## config.mk

```make
export PLATFORM = sky130hd
export DESIGN_NAME = cfg_record_walker
export DESIGN_NICKNAME = d
export VERILOG_FILES = /design/src/rtl/cfgwalk_pkg.sv /design/src/rtl/cfgwalk_bytebuf.sv /design/src/rtl/cfgwalk_keyclass.sv /design/src/rtl/cfg_record_walker.sv
export SDC_FILE = /design/constraint.sdc
export NUM_CORES = 2
export LEC_CHECK = 0
export ABC_AREA = 0
export CORE_AREA = 2 2 323 325
export CTS_BUF_LIST = sky130_fd_sc_hd__clkbuf_16
export CTS_CLUSTER_DIAMETER = 60
export DETAILED_ROUTE_END_ITERATION = 8
export DIE_AREA = 0 0 325 327
export GPL_TIMING_DRIVEN = 0
export SLEW_MARGIN = 25
export SYNTH_ARGS = -nofsm -noshare
export SYNTH_HDL_FRONTEND = slang
export SYNTH_SLANG_ARGS = --single-unit
```

## constraint.sdc

```tcl
create_clock -name clk -period 3.5 [get_ports clk]
set_clock_uncertainty 0.05 [all_clocks]
set_input_delay 0.7 -clock clk [delete_from_list [all_inputs] [get_ports clk]]
set_output_delay 0.7 -clock clk [all_outputs]
set_load 0.03 [all_outputs]
```

## src/rtl/cfgwalk_pkg.sv

```systemverilog
// Shared types for the configuration record walker.
package cfgwalk_pkg;
    // Class code reported for each presented key.
    typedef enum logic [2:0] {
        KIND_OTHER  = 3'd0,
        KIND_PREFIX = 3'd1,
        KIND_HWADDR = 3'd2,
        KIND_BROKER = 3'd3,
        KIND_LABEL  = 3'd4
    } key_kind_e;

    // Walker sequencing states.
    typedef enum logic [2:0] {
        ST_IDLE,
        ST_LEN,
        ST_PAY,
        ST_EMIT,
        ST_DONE
    } walk_st_e;
endpackage

```

## src/rtl/cfgwalk_bytebuf.sv

```systemverilog
// Byte accumulator: appends bytes in arrival order, first byte in the low lane.
// Assumes: clr and push are never useful together (clr wins). Bytes pushed
// beyond DEPTH are discarded and reported on drop_o for that cycle.
module cfgwalk_bytebuf #(
    parameter  int DEPTH = 32,
    localparam int LW    = $clog2(DEPTH + 1)
) (
    input  logic               clk,
    input  logic               rst_n,
    input  logic               clr,
    input  logic               push,
    input  logic [7:0]         din,
    output logic [DEPTH*8-1:0] data_o,
    output logic [LW-1:0]      len_o,
    output logic               drop_o
);
    logic [LW-1:0] fill_q;
    logic          room;

    assign room   = (fill_q < LW'(DEPTH));
    assign drop_o = push && !room;
    assign len_o  = fill_q;

    // Fill counter: counts stored bytes, saturates at DEPTH.
    always_ff @(posedge clk) begin
        if (!rst_n || clr)
            fill_q <= '0;
        else if (push && room)
            fill_q <= fill_q + 1'b1;
    end

    // One register per byte lane, written when the fill pointer reaches it.
    for (genvar i = 0; i < DEPTH; i++) begin : g_lane
        always_ff @(posedge clk) begin
            if (!rst_n || clr)
                data_o[8*i +: 8] <= 8'h00;
            else if (push && fill_q == LW'(i))
                data_o[8*i +: 8] <= din;
        end
    end
endmodule

```

## src/rtl/cfgwalk_keyclass.sv

```systemverilog
// Key classifier: matches the stored key against the four known names.
// Assumes: key bytes are packed first character in the low lane, and the
// key buffer is at least 8 characters wide (the longest known name).
module cfgwalk_keyclass #(
    parameter int KLW = 6
) (
    input  logic [63:0]    key_i,
    input  logic [KLW-1:0] len_i,
    output logic [2:0]     kind_o
);
    import cfgwalk_pkg::*;

    // Pure compare of length and leading characters against each name.
    always_comb begin
        kind_o = KIND_OTHER;
        if (len_i == KLW'(4) && key_i[31:0] == {"R", "D", "I", "C"})
            kind_o = KIND_PREFIX;
        else if (len_i == KLW'(3) && key_i[23:0] == {"C", "A", "M"})
            kind_o = KIND_HWADDR;
        else if (len_i == KLW'(8) &&
                 key_i[63:0] == {"P", "I", "r", "e", "k", "o", "r", "B"})
            kind_o = KIND_BROKER;
        else if (len_i == KLW'(4) && key_i[31:0] == {"e", "m", "a", "N"})
            kind_o = KIND_LABEL;
    end
endmodule

```

## src/rtl/cfg_record_walker.sv

```systemverilog
// Configuration record walker (top).
// Walks length-prefixed key/value records from base_addr, one byte read in
// flight at a time (read issued in one cycle, data used in the next).
// Assumes: memory read latency is exactly one cycle; AW <= 32; KEY_MAX >= 8.
module cfg_record_walker #(
    parameter  int AW      = 16,
    parameter  int KEY_MAX = 32,
    parameter  int VAL_MAX = 64,
    localparam int KLW     = $clog2(KEY_MAX + 1),
    localparam int VLW     = $clog2(VAL_MAX + 1)
) (
    input  logic                 clk,
    input  logic                 rst_n,
    input  logic                 start,
    input  logic [AW-1:0]        base_addr,
    output logic                 mem_rd_en,
    output logic [AW-1:0]        mem_addr,
    input  logic [7:0]           mem_rd_data,
    output logic                 out_valid,
    input  logic                 out_ready,
    output logic [KEY_MAX*8-1:0] out_key,
    output logic [KLW-1:0]       out_key_len,
    output logic [VAL_MAX*8-1:0] out_val,
    output logic [VLW-1:0]       out_val_len,
    output logic [2:0]           out_kind,
    output logic                 done,
    output logic                 overflow,
    output logic                 malformed
);
    import cfgwalk_pkg::*;

    walk_st_e      st_q;
    logic [AW-1:0] rec_q, cur_q, end_q;
    logic [23:0]   len_lo_q;
    logic [1:0]    idx_q;
    logic          pend_q, in_val_q, ovf_q, bad_q;
    logic [31:0]   len_full;
    logic          key_push, val_push, key_drop, val_drop, buf_clr;

    assign len_full  = {mem_rd_data, len_lo_q};
    assign mem_rd_en = !pend_q &&
                       (st_q == ST_LEN || (st_q == ST_PAY && cur_q != end_q));
    assign mem_addr  = cur_q;

    assign key_push  = (st_q == ST_PAY) && pend_q && !in_val_q && (mem_rd_data != 8'h00);
    assign val_push  = (st_q == ST_PAY) && pend_q && in_val_q;
    assign buf_clr   = start || (st_q == ST_EMIT && out_ready);

    assign out_valid = (st_q == ST_EMIT);
    assign done      = (st_q == ST_DONE);
    assign overflow  = ovf_q;
    assign malformed = bad_q;

    cfgwalk_bytebuf #(.DEPTH(KEY_MAX)) u_key_buf (
        .clk(clk), .rst_n(rst_n), .clr(buf_clr), .push(key_push),
        .din(mem_rd_data), .data_o(out_key), .len_o(out_key_len), .drop_o(key_drop)
    );

    cfgwalk_bytebuf #(.DEPTH(VAL_MAX)) u_val_buf (
        .clk(clk), .rst_n(rst_n), .clr(buf_clr), .push(val_push),
        .din(mem_rd_data), .data_o(out_val), .len_o(out_val_len), .drop_o(val_drop)
    );

    cfgwalk_keyclass #(.KLW(KLW)) u_class (
        .key_i(out_key[63:0]), .len_i(out_key_len), .kind_o(out_kind)
    );

    // Walk sequencer: header fetch, payload split, hand-off, termination.
    always_ff @(posedge clk) begin
        if (!rst_n) begin
            st_q     <= ST_IDLE;
            rec_q    <= '0;
            cur_q    <= '0;
            end_q    <= '0;
            len_lo_q <= '0;
            idx_q    <= '0;
            pend_q   <= 1'b0;
            in_val_q <= 1'b0;
            ovf_q    <= 1'b0;
            bad_q    <= 1'b0;
        end else if (start) begin
            st_q     <= ST_LEN;
            rec_q    <= base_addr;
            cur_q    <= base_addr;
            idx_q    <= '0;
            pend_q   <= 1'b0;
            in_val_q <= 1'b0;
            ovf_q    <= 1'b0;
            bad_q    <= 1'b0;
        end else begin
            if (key_drop || val_drop)
                ovf_q <= 1'b1;
            unique case (st_q)
                ST_LEN: begin
                    if (!pend_q) begin
                        pend_q <= 1'b1;
                    end else begin
                        pend_q <= 1'b0;
                        cur_q  <= cur_q + 1'b1;
                        idx_q  <= idx_q + 1'b1;
                        if (idx_q != 2'd3) begin
                            len_lo_q[8*idx_q +: 8] <= mem_rd_data;
                        end else if (len_full == 32'hFFFF_FFFF) begin
                            st_q <= ST_DONE;
                        end else if (len_full < 32'd4) begin
                            bad_q <= 1'b1;
                            st_q  <= ST_DONE;
                        end else begin
                            end_q    <= rec_q + len_full[AW-1:0];
                            in_val_q <= 1'b0;
                            st_q     <= ST_PAY;
                        end
                    end
                end
                ST_PAY: begin
                    if (pend_q) begin
                        pend_q <= 1'b0;
                        cur_q  <= cur_q + 1'b1;
                        if (!in_val_q && mem_rd_data == 8'h00)
                            in_val_q <= 1'b1;
                    end else if (cur_q == end_q) begin
                        st_q <= (out_key_len == '0) ? ST_DONE : ST_EMIT;
                    end else begin
                        pend_q <= 1'b1;
                    end
                end
                ST_EMIT: begin
                    if (out_ready) begin
                        rec_q <= end_q;
                        cur_q <= end_q;
                        idx_q <= '0;
                        st_q  <= ST_LEN;
                    end
                end
                default: ;
            endcase
        end
    end
endmodule

```

Yosys cells after proc, flatten, opt, wreduce, memory -nomap -nowiden
Index checks and enable logic that the tools add are counted.
Widths: inputs -> output; s select.

storage, ports and cells
  flip-flop bits (word level) = 862
  bits of input ports = 28
  output and inout bits = 805
  logic and storage cells = 424

cells by class
  $add $sub $neg = 6
  magnitude comparators = 3
  equal/unequal tests = 121
  shift-type cells = 2
  multiplexer cells = 35
  bitwise gates (word level) = 5
  reduce and logical (&&, ||, !) cells = 143

operators by type and width
  operator                 number
  $eq 7x6->1 const B       32
  $eq 7x5->1 const B       16
  $logic_and 1x1->1        112
  $eq 6x5->1 const B       16
  $mux 16                  5
  $eq 32x31->1 const B     2
  $eq 64x63->1 const B     1
  $eq 7x4->1 const B       8
  $eq 6x4->1 const B       8
  $mux 3                   12
  $neg 5->34               1
  $shift 8x34->24 const A  1
  $shiftx 8x34->24         1
  $eq 32x32->1 const B     1
  $lt 32x3->1 const B      1
  $pmux 16 s2              1
  $eq 7x3->1 const B       4
  $bwmux 24                1
  $eq 24x23->1 const B     1
  $eq 6x3->1 const B       4
  $reduce_and 6->1         3
  $add 16x1->16 const B    1
  $add 16x16->16           1
  $eq 16x16->1             1
  39 further kinds         81

Longest topological paths before layout
  depth after elaboration = 7
  depth in mapped cells = 10
  gate-level depth less buffers = 9

By module
Synthesis repeated with hierarchy kept, for this count alone.

unflattened totals
  cells, all modules = 3,403
  area, all modules = 33,868.7 µm²

by module, submodules not included
  module                        times used  cells each  area an instance (µm²)  seq. area each (µm²)
  cfgwalk_bytebuf at u_val_buf  1           1,807       18,796.8                10,390.0
  cfgwalk_bytebuf at u_key_buf  1           923         9,690.5                 5,245.0
  cfg_record_walker             1           628         5,034.8                 1,621.6
  cfgwalk_keyclass              1           45          346.6                   0.0

Worst setup path before layout
No wires, ideal clock.

  path type = register to output
  from = reg u_key_buf.fill_q[2], in the netlist u_key_buf.len_o[2]
  to = out out_kind[2]
  data arrival time = 2.124 ns
  data required time = 2.750 ns
  slack = 0.626 ns
  cell stages (with the launch flop) = 7
  cells stage by stage = dfxtp_1 clkbuf_1 nand2b_1 nor3_1 and3_1 nand3_1 nor2_1

on the way
  longest elaborated chain between the ends = 6
  elaborated cells between the ends (all ways) = 11
  classes of those cells = eq/ne (3); mux (4); reduce/logical (4)

ends and longest elaborated chain
  item                      RTL line                                        text
  start: declaration        cfgwalk_bytebuf.sv:17                           logic [LW-1:0] fill_q;
  start signal: assignment  cfgwalk_bytebuf.sv:29                           fill_q <= fill_q + 1'b1;
  $eq 6x3->1                cfgwalk_keyclass.sv:16, cfgwalk_keyclass.sv:23
  $logic_and 1x1->1         cfgwalk_keyclass.sv:23                          else if (len_i == KLW'(4) && key_i[31:0] == {"e", "m", "a", "N"})
  $mux 3                    cfgwalk_keyclass.sv:23
  $mux 3                    cfgwalk_keyclass.sv:20                          else if (len_i == KLW'(8) &&
  $mux 3                    cfgwalk_keyclass.sv:18                          else if (len_i == KLW'(3) && key_i[23:0] == {"C", "A", "M"})
  $mux 3 (*)                cfgwalk_keyclass.sv:16                          if (len_i == KLW'(4) && key_i[31:0] == {"R", "D", "I", "C"})
  end: declaration          cfg_record_walker.sv:25                         output logic [2:0] out_kind,

Every way passes the cells marked *; elsewhere a longest branch is shown, timed or not.

Worst setup path in the final report
  from = in start
  to = reg u_val_buf.data_o[18]

on the way
  longest elaborated chain between the ends = 2

ends and longest elaborated chain
  item                            RTL line                 text
  start: declaration              cfg_record_walker.sv:14  input logic start,
  $logic_or 1x1->1                cfg_record_walker.sv:47  assign buf_clr = start || (st_q == ST_EMIT && out_ready);
  $logic_or 1x1->1                cfgwalk_bytebuf.sv:35    if (!rst_n || clr)
  end signal: indexed assignment  cfgwalk_bytebuf.sv:38    data_o[8*i +: 8] <= din;
  end: declaration                cfgwalk_bytebuf.sv:13    output logic [DEPTH*8-1:0] data_o,

No other way between the ends.
A chain may end at the register's enable or synchronous reset.

==> impl_metrics.toml <==
[die]
floorplan.io_pins = 833
die_w_um = 325
dieArea_sq_um = 106300
coreArea_sq_um = 102900
die_y_um = 327
fp-row-count = 118
floorplan.initialDensity_pct = 32.87

[final_layout]
finish.utilization_pct = 46.03
finalInstanceArea_sq_um = 47370
areaGrowthSynthToFinish_pct = 40.05
drive_above_1_share_pct = 6.138
nNetsFinal = 5239
final.fill_count = 10400

[detailed_routing]
vias = 36210
drt-total-wl_um = 184100
firstDrtPassIters = 8
first_iter_violations = 3657
drc_errors = 0
routed_via_density = 5.451
wire_per_inst_um = 27.71
postRouteAntennaNets = 0

[cts]
numClockSinks = 862
cts_buffers = 102
clk_latency_ps = 700
htree_levels = 3
cts_hold_buf = 0
clockBufferDepth = 3
cts_tree = "yes"
clkTransAtPathRegs_ps = 60
cts-root-buf = "clkbuf_16"

[logic_synthesis]
synth_edf_count = 0
ys_seq_area_share_pct = 51.02
synthCells = 4245
yosys_warnings = 0
synth_simple_gate_area_share_pct = 26.30
synthXorXnorAreaFrac_pct = 1.113
syn_avg_cell_area_sq_um = 7.968
netlist_area_sq_um = 33820
synthAdderAreaFrac_pct = 1.132
synthArstFlopShare_pct = 0
synth_mux_area_share_pct = 2.190
synthesis.nets = 4303
ys_seq_elements = 862
synth_top_family_by_area = "simple AND/OR/NAND/NOR gates"
yosysUniqueCellTypes = 75
synth_top_area_share_pct = 51.02
yosys_most_used_dff = "dfxtp_1"
synth.area.top_cells = "dfxtp_1 51%, a21oi_1 12%, nand3_1 11%"
yosysTopAreaCell = "dfxtp_1"
synth-compound-area-share_pct = 13.49

[timing]
setup_tns_ps = -91.13
worst_pin_slew_ps = 1152
rsz0062_at_grt = "yes"
final_max_slew_viol_count = 0
setup_viol = 9
fin_crit_sh_pct = 100.7
holdWs_ps = 398.8
finalCriticalPeriod_ps = 3523
finalHoldViolCount = 0
fmax_mhz = 283.9
max_slew_margin_pct = 23.22
setup_ws_ps = -22.79

[critical_path]
critPathLaunch = "start"
crit_slowest_cell = "clkdlybuf4s50_1"
path_delay_family = "buffers and inverters"
worstSetupPathType = "input pin to flop"
cp-end-kind = "flop"
r2r_start = "st_q[1]$_SDFFE_PP0P_"
crit_fanout = 10
crit_required_ps = 4000
cp-endpoint = "u_val_buf.data_o[18]$_SDFFE_PP0P_"
crit_buf_inv = 5
reg2reg_depth = 8
cp_data_arrival_time_ps = 4020
rrSetupSlack_ps = 110
reg2reg_to = "u_val_buf.data_o[271]$_SDFFE_PP0P_"
crit_chain = "clkdlybuf4s50_1 > nand2b_1 > clkbuf_1 > nand2b_1 > buf_2 > clkbuf_1 > buf_1 > a21oi_1"
start_kind = "input pin"
cp.depth = 8
crit_path_max_incr_delay_ps = 750

[global_route]
overflow = 0
grt_pass1_wl_um = 254600
grt_pass1_vias = 33660
grt_usage_pct = 33.05
antenna_found_initial = 5
grt_max_degree = 15

[min_path]
hold_path.class = "flop to flop"
holdCritStartpoint = "u_val_buf.data_o[16]$_SDFFE_PP0P_"

[run_status]
status = "complete, but fails checks"
violations = "negative setup slack"

[pwr]
ir_worst_vdd_uv = 373.4
p_leak_nw = 15.00
powerDensity_nw_per_um2 = 451.7

[place]
place_area_sq_um = 43950
gp_congestion = 0.9597
dpl.hpwl_um = 140600
io_buffers = 831

[run]
maxCapViolations = 0
-- tightest hold or removal path: cells and delay by family, from the launching register on --
family	cells	cell delay, ps
flip-flops	1	310
AO/OA/AOI/OAI	1	50
AND/OR/NAND/NOR	1	50
-- area by class of cell --
type	count	area [sq um]	area share, %
flip-flops and latches	862	17260	36.44
multi-input cells	2991	15050	31.78
inverters	15	60.06	0.1268
repair buffers	837	8387	17.70
plain buffers	372	1575	3.325
clock inverters	81	700.7	1.479
clock buffers	104	2603	5.494
diodes	1	2.502	0.005283
well taps	1380	1727	3.645
-- metrics by stage --
stage               power, W  instances  setup WS (ps)
CTS                  0.02145       6642          10.98
global placement     0.01096       6456         -858.0
finish               0.02140       6643         -22.79
global route         0.02188       6642         -39.44
detailed placement   0.01096       6459         -850.4
floorplan            0.01048       4245          625.7
-- cell families (layout without fill, tap and decap cells) --
kind of cell | count (synthesis) | after routing
compound gates | 877 | 877
buf+inv | 392 | 1409
xor+xnor | 43 | 43
flops | 862 | 862
other cells | 0 | 1
simple gates | 1967 | 1967
mux | 74 | 74
fa+ha+maj | 30 | 30
-- report_power, final --
group          internal (W)  switching, W  total, W
Combinational      0.000171      0.000709  0.000880
Clock               0.00607       0.00456    0.0106
Sequential          0.00984     0.0000432   0.00988
-- cells in the mapped netlist (all sizes together), types with 3 or more instances --
master and count:
ha 29, o21ai 34, xor2 26, nor2b 8
a21boi 3, inv 15, nand2 948, o31ai 3
a211oi 5, dfxtp 862, nor3 20, nand2b 9
nand4b 5, a31oi 10, nor4b 4, mux2i 74
or3 4, nor2 135, nand3 712, nor4 16
a21o 7, a21oi 783, o211ai 3, nand3b 3
a211o 4, nand4 17, or4 7, clkbuf 279
buf 98, and2b 3, xnor2 17, and2 34
or2 4, nor3b 8, nor4bb 4, and3 18
-- flip-flops by register name, indices dropped and copies added (netlist names), 2 cells and up --
register	flops
rec_q	16
end_q	16
mem_addr	16
st_q	3
idx_q	2
len_lo_q	24
u_key_buf.len_o	6
u_val_buf.len_o	7
u_val_buf.data_o	512
u_key_buf.data_o	256
-- worst min-delay path by stage --
stage | slack (ps) | depth (start not counted) | end
2_1_floorplan | 390 | 2 | len_lo_q[22]$_SDFFE_PN0P_
3_3_place_gp | 390 | 2 | u_val_buf.data_o[434]$_SDFFE_PP0P_
3_5_place_dp | 390 | 2 | u_val_buf.data_o[437]$_SDFFE_PP0P_
4_1_cts | 400 | 2 | u_val_buf.data_o[437]$_SDFFE_PP0P_
5_1_grt | 410 | 2 | u_val_buf.data_o[48]$_SDFFE_PP0P_
6_report | 400 | 2 | u_val_buf.data_o[16]$_SDFFE_PP0P_
-- what timing repair did --
item,4_1_cts,5_1_grt
setup endpoints to repair,31,93
pin swaps,3,1
resized for setup,26,36
cloned,0,0
setup buffers,2,0
-- layout by cell type, fill, tap and decap left out, types with 7 or more instances in the layout --
cell type,n
mux2i_1,74
and3_1,18
nand2_1,932
buf_4,11
bufinv_16,9
clkbuf_1,241
dfxtp_1,858
clkinvlp_4,9
xnor2_1,17
clkbuf_2,33
inv_1,31
and2_1,33
nand2b_1,9
nor3_1,11
a21oi_1,782
clkdlybuf4s50_1,827
clkbuf_16,104
xor2_1,26
buf_2,65
clkinv_2,12
nor4_1,13
clkinv_1,22
a31oi_1,10
nand4_1,17
nor2b_1,7
ha_1,28
nor2_1,127
nand3_1,711
nand2_2,16
buf_1,21
nor3_2,7
o21ai_0,34
-- routing by layer --
metal | vias to the layer above | share of wire [%] | GRT usage (%)
li1 | 16390 | - | -
met1 | 17530 | 39 | 40.33
met2 | 1901 | 46 | 54.23
met3 | 390 | 9.4 | 8.520
met4 | 2 | 5.5 | 16.13
met5 | - | 0.0043 | 0
Note: power is estimated with default switching activity, not from simulation.
